### config.mk
export PLATFORM = sky130hd
export DESIGN_NAME = nib_fetch_seq
export DESIGN_NICKNAME = d
export VERILOG_FILES = /design/src/rtl/nfs_pkg.sv /design/src/rtl/nfs_phase_ctr.sv /design/src/rtl/nfs_slot_div.sv /design/src/rtl/nfs_addr_strobe.sv /design/src/rtl/nfs_nibble_join.sv /design/src/rtl/nib_fetch_seq.sv
export SDC_FILE = /design/constraint.sdc
export NUM_CORES = 1
export LEC_CHECK = 0
export BUFFER_PORTS_ARGS = -buffer_cell sky130_fd_sc_hd__buf_2
export CORE_MARGIN = 2
export CORE_UTILIZATION = 45
export CTS_CLUSTER_SIZE = 24
export DETAILED_ROUTE_END_ITERATION = 6
export GPL_TIMING_DRIVEN = 0
export PLACE_DENSITY_LB_ADDON = 0.12
export RECOVER_POWER = 100
export SYNTH_ARGS = -nofsm -noshare
export SYNTH_HDL_FRONTEND = slang
export SYNTH_SLANG_ARGS = --single-unit
### constraint.sdc
create_clock -name clk -period 9 [get_ports clk]
set_input_delay 0.9 -clock clk [delete_from_list [all_inputs] [get_ports clk]]
set_output_delay 0.9 -clock clk [all_outputs]
set_load 0.05 [all_outputs]
### src/rtl/nfs_pkg.sv
package nfs_pkg;

   typedef enum logic [2:0] {
      PH_ROW  = 3'd0,
      PH_RAS  = 3'd1,
      PH_COLA = 3'd2,
      PH_HI   = 3'd3,
      PH_COLB = 3'd4,
      PH_CASB = 3'd5,
      PH_LO   = 3'd6,
      PH_END  = 3'd7
   } phase_e;

   function automatic logic row_low(input phase_e p);
      return (p != PH_ROW) && (p != PH_END);
   endfunction

   function automatic logic col_low(input phase_e p);
      return (p == PH_COLA) || (p == PH_HI) || (p == PH_CASB) || (p == PH_LO);
   endfunction

endpackage

### src/rtl/nfs_phase_ctr.sv
module nfs_phase_ctr
   import nfs_pkg::*;
(
   input  logic   clk,
   input  logic   rst_n,
   output phase_e phase
);
   always_ff @(posedge clk) begin
      if (!rst_n) phase <= PH_ROW;
      else        phase <= phase_e'(3'(phase + 3'd1));
   end
endmodule

### src/rtl/nfs_slot_div.sv
module nfs_slot_div #(
   parameter int LINE_SLOTS = 80,
   parameter int BPL_W      = 7,
   parameter int DIV_W      = 7
) (
   input  logic             clk,
   input  logic             rst_n,
   input  logic             slot_end,
   input  logic [BPL_W-1:0] bytes_per_line,
   output logic             slot_open
);
   localparam logic [DIV_W-1:0] SLOTS_V = DIV_W'(LINE_SLOTS);

   if (BPL_W > DIV_W) begin : g_bad_width
      $error("nfs_slot_div: BPL_W must not exceed DIV_W");
   end

   logic [DIV_W-1:0] cnt_q, period, quot, cnt_inc;

   always_comb begin
      quot = SLOTS_V / DIV_W'(bytes_per_line == '0 ? BPL_W'(1) : bytes_per_line);
      if (bytes_per_line == '0) period = SLOTS_V;
      else if (quot == '0)      period = DIV_W'(1);
      else                      period = quot;
      cnt_inc = cnt_q + DIV_W'(1);
   end

   always_ff @(posedge clk) begin
      if (!rst_n)        cnt_q <= '0;
      else if (slot_end) cnt_q <= (cnt_inc >= period) ? '0 : cnt_inc;
   end

   assign slot_open = (cnt_q == '0);
endmodule

### src/rtl/nfs_addr_strobe.sv
module nfs_addr_strobe
   import nfs_pkg::*;
#(
   parameter int ADDR_W   = 16,
   parameter int COL_BITS = 7,
   parameter int MA_W     = 9
) (
   input  phase_e            phase,
   input  logic              active,
   input  logic [ADDR_W-1:0] live_addr,
   input  logic [ADDR_W-1:0] held_addr,
   output logic [MA_W-1:0]   mem_addr,
   output logic              ras_n,
   output logic              cas_n
);
   localparam int ROW_W = ADDR_W - COL_BITS;
   localparam int CAW   = COL_BITS + 1;

   logic [MA_W-1:0] row_ma, cola_ma, colb_ma;
   logic [CAW-1:0]  cola, colb;

   assign cola = {held_addr[COL_BITS-1:0], 1'b0};
   assign colb = {held_addr[COL_BITS-1:0], 1'b1};

   if (MA_W > ROW_W) begin : g_row_pad
      assign row_ma = {{(MA_W-ROW_W){1'b0}}, live_addr[ADDR_W-1:COL_BITS]};
   end else begin : g_row_full
      assign row_ma = live_addr[ADDR_W-1:COL_BITS];
   end

   if (MA_W > CAW) begin : g_col_pad
      assign cola_ma = {{(MA_W-CAW){1'b0}}, cola};
      assign colb_ma = {{(MA_W-CAW){1'b0}}, colb};
   end else begin : g_col_full
      assign cola_ma = cola;
      assign colb_ma = colb;
   end

   always_comb begin
      unique case (phase)
         PH_ROW:                  mem_addr = row_ma;
         PH_RAS, PH_COLA, PH_HI:  mem_addr = cola_ma;
         default:                 mem_addr = colb_ma;
      endcase
      ras_n = !(active && row_low(phase));
      cas_n = !(active && col_low(phase));
   end
endmodule

### src/rtl/nfs_nibble_join.sv
module nfs_nibble_join
   import nfs_pkg::*;
#(
   parameter int NIB_W = 4
) (
   input  logic               clk,
   input  logic               rst_n,
   input  phase_e             phase,
   input  logic               active,
   input  logic [NIB_W-1:0]   nib_in,
   output logic [2*NIB_W-1:0] byte_data,
   output logic               byte_valid
);
   logic [NIB_W-1:0] hi_q;

   always_ff @(posedge clk) begin
      if (!rst_n) begin
         hi_q       <= '0;
         byte_data  <= '0;
         byte_valid <= 1'b0;
      end else begin
         byte_valid <= 1'b0;
         if (active && phase == PH_HI) hi_q <= nib_in;
         if (active && phase == PH_LO) begin
            byte_data  <= {hi_q, nib_in};
            byte_valid <= 1'b1;
         end
      end
   end
endmodule

### src/rtl/nib_fetch_seq.sv
module nib_fetch_seq
   import nfs_pkg::*;
#(
   parameter int ADDR_W     = 16,
   parameter int COL_BITS   = 7,
   parameter int NIB_W      = 4,
   parameter int LINE_SLOTS = 80,
   parameter int BPL_W      = 7,
   localparam int ROW_W     = ADDR_W - COL_BITS,
   localparam int CAW       = COL_BITS + 1,
   localparam int MA_W      = (ROW_W > CAW) ? ROW_W : CAW,
   localparam int DIV_W     = $clog2(LINE_SLOTS + 1)
) (
   input  logic               clk,
   input  logic               rst_n,
   input  logic               fetch_req,
   input  logic [ADDR_W-1:0]  byte_addr,
   input  logic [BPL_W-1:0]   bytes_per_line,
   output logic [MA_W-1:0]    mem_addr,
   output logic               ras_n,
   output logic               cas_n,
   input  logic [NIB_W-1:0]   nib_in,
   output logic               byte_valid,
   output logic [2*NIB_W-1:0] byte_data
);
   if (COL_BITS < 1 || COL_BITS >= ADDR_W) begin : g_bad_split
      $error("nib_fetch_seq: COL_BITS must lie inside the address");
   end
   if (LINE_SLOTS < 1) begin : g_bad_slots
      $error("nib_fetch_seq: LINE_SLOTS must be positive");
   end

   phase_e            phase;
   logic              slot_open;
   logic              active_q;
   logic [ADDR_W-1:0] held_q;

   nfs_phase_ctr i_phase (
      .clk   (clk),
      .rst_n (rst_n),
      .phase (phase)
   );

   nfs_slot_div #(
      .LINE_SLOTS (LINE_SLOTS),
      .BPL_W      (BPL_W),
      .DIV_W      (DIV_W)
   ) i_div (
      .clk            (clk),
      .rst_n          (rst_n),
      .slot_end       (phase == PH_END),
      .bytes_per_line (bytes_per_line),
      .slot_open      (slot_open)
   );

   always_ff @(posedge clk) begin
      if (!rst_n) begin
         active_q <= 1'b0;
         held_q   <= '0;
      end else if (phase == PH_ROW) begin
         active_q <= fetch_req && slot_open;
         held_q   <= byte_addr;
      end else if (phase == PH_END) begin
         active_q <= 1'b0;
      end
   end

   nfs_addr_strobe #(
      .ADDR_W   (ADDR_W),
      .COL_BITS (COL_BITS),
      .MA_W     (MA_W)
   ) i_mux (
      .phase     (phase),
      .active    (active_q),
      .live_addr (byte_addr),
      .held_addr (held_q),
      .mem_addr  (mem_addr),
      .ras_n     (ras_n),
      .cas_n     (cas_n)
   );

   nfs_nibble_join #(
      .NIB_W (NIB_W)
   ) i_join (
      .clk        (clk),
      .rst_n      (rst_n),
      .phase      (phase),
      .active     (active_q),
      .nib_in     (nib_in),
      .byte_data  (byte_data),
      .byte_valid (byte_valid)
   );
endmodule

Word level (Yosys, flattened, before mapping)
Index checks and enable logic that the tools add are counted.
Storage, ports and cells
  register bits after elaboration: 31
  bits of input ports: 30
  output and inout port bits: 20
  logic and storage cells: 44
Cells by class
  add/sub/neg operators: 2
  divide/modulo/power cells: 1
  magnitude comparators: 1
  eq/ne operators: 7
  multiplexer cells: 8
  reduce and logical (&&, ||, !) cells: 18
Operator list (number)
  two-way mux 7 bit: 4
  zero test 7 bit: 3
  one-hot mux 9 bit (2 select lines): 1
  == test 3 bit (second input constant): 3
  adder 7 x 1 -> 7 bit (second input constant): 1
  divider 7 x 7 -> 7 bit (first input constant): 1
  >= comparator 7 bit: 1
  == test 3 x 2 -> 1 bit (second input constant): 2
  logical AND 1 bit: 6
  adder 3 x 1 -> 3 bit (second input constant): 1
  == test 3 x 1 -> 1 bit (second input constant): 1
  zero test 3 bit: 1
  logical OR 1 bit: 3
  two-way mux 1 bit: 3
  != test 3 bit (second input constant): 1
  nonzero test 3 bit: 1
  OR reduction 3 bit: 1
  zero test 1 bit: 2
  nonzero test 2 bit: 1

Logic depth before layout (Yosys ltp)
  depth after elaboration: 8
  mapped depth: 44
  depth with buffers taken out: 44

Cells and area by module
From an unflattened synthesis, not the netlist that was laid out.
Unflattened totals
  cells, all modules: 381
  area total of the unflattened synthesis: 3325.7 sq um
By module, submodules not included
  nfs_slot_div: instances 1, cells each 228, area an instance 1762.9 sq um, seq. area each 140.1 sq um
  nib_fetch_seq: instances 1, cells each 81, area an instance 814.5 sq um, seq. area each 340.3 sq um
  nfs_nibble_join: instances 1, cells each 48, area an instance 498.0 sq um, seq. area each 260.2 sq um
  nfs_addr_strobe: instances 1, cells each 16, area an instance 150.1 sq um, seq. area each 0.0 sq um
  nfs_phase_ctr: instances 1, cells each 8, area an instance 100.1 sq um, seq. area each 60.1 sq um

Least setup slack after synthesis
Ideal clock, no wire load.
  path type: input-to-reg
  start point: in bytes_per_line[3]
  end point: reg i_div.cnt_q[1]
  setup time: 0.076 ns
  arrival time: 9.133 ns
  required time: 8.924 ns
  path slack: -0.209 ns
  stages: 40
  path buffers: 0
  cells stage by stage: nor4_4 -> nand2_2 -> ha_1 -> and3b_1 -> a31oi_1 -> a21oi_1 -> nor2_1 -> ha_1 -> nor2b_1 -> o21a_1 -> o32ai_2 -> ha_1 -> a21o_1 -> a21o_1 -> o21a_1 -> mux2_2 -> ha_1 -> a311o_1 -> [... 4 more ...] -> ha_1 -> nand2_1 -> a2111oi_1 -> o41ai_2 -> mux2_2 -> ha_1 -> a21o_1 -> a21oi_1 -> o211ai_1 -> a21oi_1 -> o22ai_1 -> ha_1 -> nand2b_1 -> a21oi_1 -> nor2b_1 -> o211ai_1 -> nand4_1 -> a21boi_0
On the way
  cells in the longest elaborated chain, start to end: 8
Ends and longest elaborated chain
  start, declared: line nib_fetch_seq.sv:18  | input logic [BPL_W-1:0] bytes_per_line,
  zero test 7 bit: line nfs_slot_div.sv:21, nfs_slot_div.sv:22
  two-way mux 7 bit: line nfs_slot_div.sv:21  | quot = SLOTS_V / DIV_W'(bytes_per_line == '0 ? BPL_W'(1) : bytes_per_line);
  divider 7 x 7 -> 7 bit: line nfs_slot_div.sv:21
  zero test 7 bit: line nfs_slot_div.sv:23  | else if (quot == '0) period = DIV_W'(1);
  two-way mux 7 bit: line nfs_slot_div.sv:23
  two-way mux 7 bit *: line nfs_slot_div.sv:22  | if (bytes_per_line == '0) period = SLOTS_V;
  >= comparator 7 bit *: line nfs_slot_div.sv:30  | else if (slot_end) cnt_q <= (cnt_inc >= period) ? '0 : cnt_inc;
  two-way mux 7 bit *: line nfs_slot_div.sv:30
  end signal, assigned: line nfs_slot_div.sv:30
  end, declared: line nfs_slot_div.sv:18  | logic [DIV_W-1:0] cnt_q, period, quot, cnt_inc;
Mark *: on every way between the ends. The rest lies on a longest branch, timed or not.
A chain may end at the register's enable or synchronous reset.

Worst setup path in the final report
  start point: in bytes_per_line[6]
  end point: reg i_div.cnt_q[6]
The elaborated chain is that of the path after synthesis.

==> flow_metrics.py <==
metrics = {
    "clock_tree": {
        "cts_made_buffers": 5,
        "cts_tree": "done",
        "clock_sinks": 31,
        "h-tree-depth": 2,
        "clk_pin_slew_worst_paths_ns": 0.06,
        "clkLatencyLatePin_ns": 0.28,
        "cts_hold_buf": 0,
        "root_buffer": "clkbuf_8",
        "cts_buffer_depth": 2,
    },
    "critical_path": {
        "crit_path_end_kind": "flop",
        "crit_top_cell": "ha_1",
        "crit_slowest_cell": "o311ai_1",
        "worstSetupPathType": "input pin to flop",
        "crit_required_ns": 9.21,
        "max_stage_delay_ns": 0.42,
        "worstPathMaxFanout": 7,
        "crit_arrival_ns": 9.17,
        "cp-start-kind": "input pin",
        "crit_family": "compound AO/OA/AOI/OAI gates",
        "crit_buf_inv": 3,
    },
    "yosys": {
        "ys_seq_elements": 31,
        "syn_inst": 350,
        "netlist.top_cell.by_area": "dfxtp_1",
        "synth_top_area_share": 0.226,
        "avgSynthCellArea_sq_um": 7.86,
        "yosys.cell_types.count": 50,
        "yosys_warnings": 0,
        "syn_nets": 415,
        "synth-seq-area-share": 0.226,
        "synth-main-ff-cell": "dfxtp_1",
        "synth_area_leaders": "dfxtp_1 23%, ha_1 16%, nand2_1 8.0%",
        "synth-async-reset-ratio": 0,
        "synth_area_sq_mm": 0.00275,
        "synth-edff-count": 0,
    },
    "place": {
        "io_buffers": 49,
        "dp_hpwl_microns": 5170,
        "place_area_sq_mm": 0.00320,
        "routabilityCongestion": 0.895,
        "pre_cts_ws_ns": -1.46,
    },
    "timing": {
        "fmax_mhz": 112,
        "hold_viol_final": 0,
        "rsz0062_at_grt": "true",
        "fin_crit_sh": 0.995,
        "period_minus_slack_ns": 8.96,
        "setup_viol": 0,
        "relSlewSlack": 0.444,
        "fin_skew_ns": 0.00969,
        "setup_slack_ns": 0.0426,
        "finalSetupTns_ns": 0,
        "fin_hold_ws_ns": 0.458,
        "tightest_slew_ns": 0.835,
        "slew_violations": 0,
    },
    "layout": {
        "stdcell_area_sq_mm": 0.00364,
        "area_growth_pct": 32.4,
        "layout_common_cells": "58 x nand2_1, 34 x clkbuf_1, 31 x dfxtp_1, 29 x ha_1, 27 x buf_4",
        "finalNetCount": 499,
        "n_antenna_cell": 0,
        "layout-drive-gt1-share": 0.228,
        "final_common_cell": "nand2_1",
    },
    "die": {
        "io_pins": 50,
        "core_area_sq_mm": 0.00592,
        "initial_core_util": 0.465,
        "row_count": 28,
        "die_x_microns": 82.2,
        "die_h_microns": 82.2,
        "die-area_sq_mm": 0.00676,
    },
    "power": {
        "p_total_uw": 422,
        "p_per_area_mw_per_mm2": 116,
        "vdd_drop_max_uv": 78.9,
        "p_leak_nw": 1.54,
    },
    "detailed_routing": {
        "drtIter0Drc": 80,
        "via_count": 2852,
        "wl_microns": 7400,
        "routed_via_density": 5.59,
        "detail-route-antenna-nets": 0,
        "dr.pass1.iters": 4,
        "drc": 0,
        "wl_per_cell_microns": 14.5,
    },
    "global_route": {
        "grt-ovfl-total": 0,
        "grt_pass1_wl_microns": 11300,
        "grt_pass1_vias": 2473,
        "antenna_found_initial": 0,
        "grt_max_degree": 11,
        "grt_usage": 0.212,
    },
    "worst_hold_path": {
        "hold_class": "flop to flop",
    },
    "status": {
        "status": "finished clean",
    },
    "run": {
        "cap_violations": 0,
    },
}
[flip-flops by register name (all words and copies together), names as in the netlist]
register,cells
i_join.byte_data,8
held_q,7
i_phase.phase,3
i_join.byte_valid,1
i_join.hi_q,4
active_q,1
i_div.cnt_q,7
[synth_stat cells, types with 2 or more instances]
library cell and n:
nand2_1 59, ha_1 35, dfxtp_1 31, a21boi_0 25
nor2_1 19, inv_1 17, nand3_1 12, a21oi_1 11
clkbuf_1 11, nand2b_1 10, o21ai_0 9, xnor2_1 9
a22o_1 8, nand4_1 8, and3_1 7, nor2b_1 7
and2_1 6, o211ai_1 6, a21o_1 5, nor3_1 5
a31oi_1 4, and3b_1 3, and4b_1 3, mux2_2 3
mux2i_1 3, nand3b_1 3, xor2_1 3, a211o_1 2
o21a_1 2, o221ai_1 2, or3_1 2, or4_1 2
[metrics by stage]
step                      cells   util
after floorplan             350      -
after global placement      474  0.541
after detailed placement    474  0.541
after CTS                   491  0.571
after global routing        510  0.615
final                       510  0.615
[routing by layer]
layer	GRT usage	vias up	share of wire
li1	-	1437	-
met1	0.278	1317	0.45
met2	0.370	87	0.48
met3	0.0239	11	0.057
met4	0.0483	0	0.013
met5	0	-	0
[tightest hold or removal path, cell delays in order, from the launching register on]
cell,delay [ns]
dfxtp_1,0.31
nand2_1,0.05
a21boi_0,0.06
[where the power goes]
part | switching (mW) | internal, mW | leakage [nW]
clock network | 0.0494 | 0.0541 | 0.0422
registers | 0.00278 | 0.142 | 0.252
logic | 0.102 | 0.0718 | 1.24
[repair_timing]
item / 4_1_cts / 5_1_grt
pin swaps: 9 / 32
hold endpoints to repair: 0 / 0
gates resized for setup: 7 / 32
buffers inserted: 9 / 19
endpoints found under the setup margin: 7 / 7
[cell families after synthesis]
group,after synthesis,share of synthesized area
compound gates,89,0.240
fa+ha+maj,35,0.159
mux,6,0.0232
buf+inv,28,0.0382
simple gates,149,0.276
xor+xnor,12,0.0382
flops,31,0.226
[path summary, 6_finish.rpt]
| path | to | start | slack, ns | cells after the start |
|---|---|---|---|---|
| worst max-delay path | i_div.cnt_q[6] | bytes_per_line[6] | 0.04 | 43 |
| worst min-delay path | i_join.byte_data[5] | i_join.hi_q[1] | 0.46 | 2 |
| worst max register to register | i_div.cnt_q[6] | i_div.cnt_q[0] | 6.09 | 9 |
| worst min register to register | i_join.byte_data[5] | i_join.hi_q[1] | 0.46 | 2 |
[final cells by class]
| cell class | count | area [sq um] |
|---|---|---|
| Inverter | 17 | 63.8 |
| Tap cell | 75 | 93.8 |
| Multi-Input combinational cell | 291 | 2290 |
| Clock buffer | 7 | 76.3 |
| Fill cell | 544 | 2280 |
| Sequential cell | 31 | 621 |
| Timing Repair Buffer | 77 | 454 |
| Clock inverter | 1 | 5.00 |
| Buffer | 11 | 41.3 |
(Power assumes the default switching activity.)
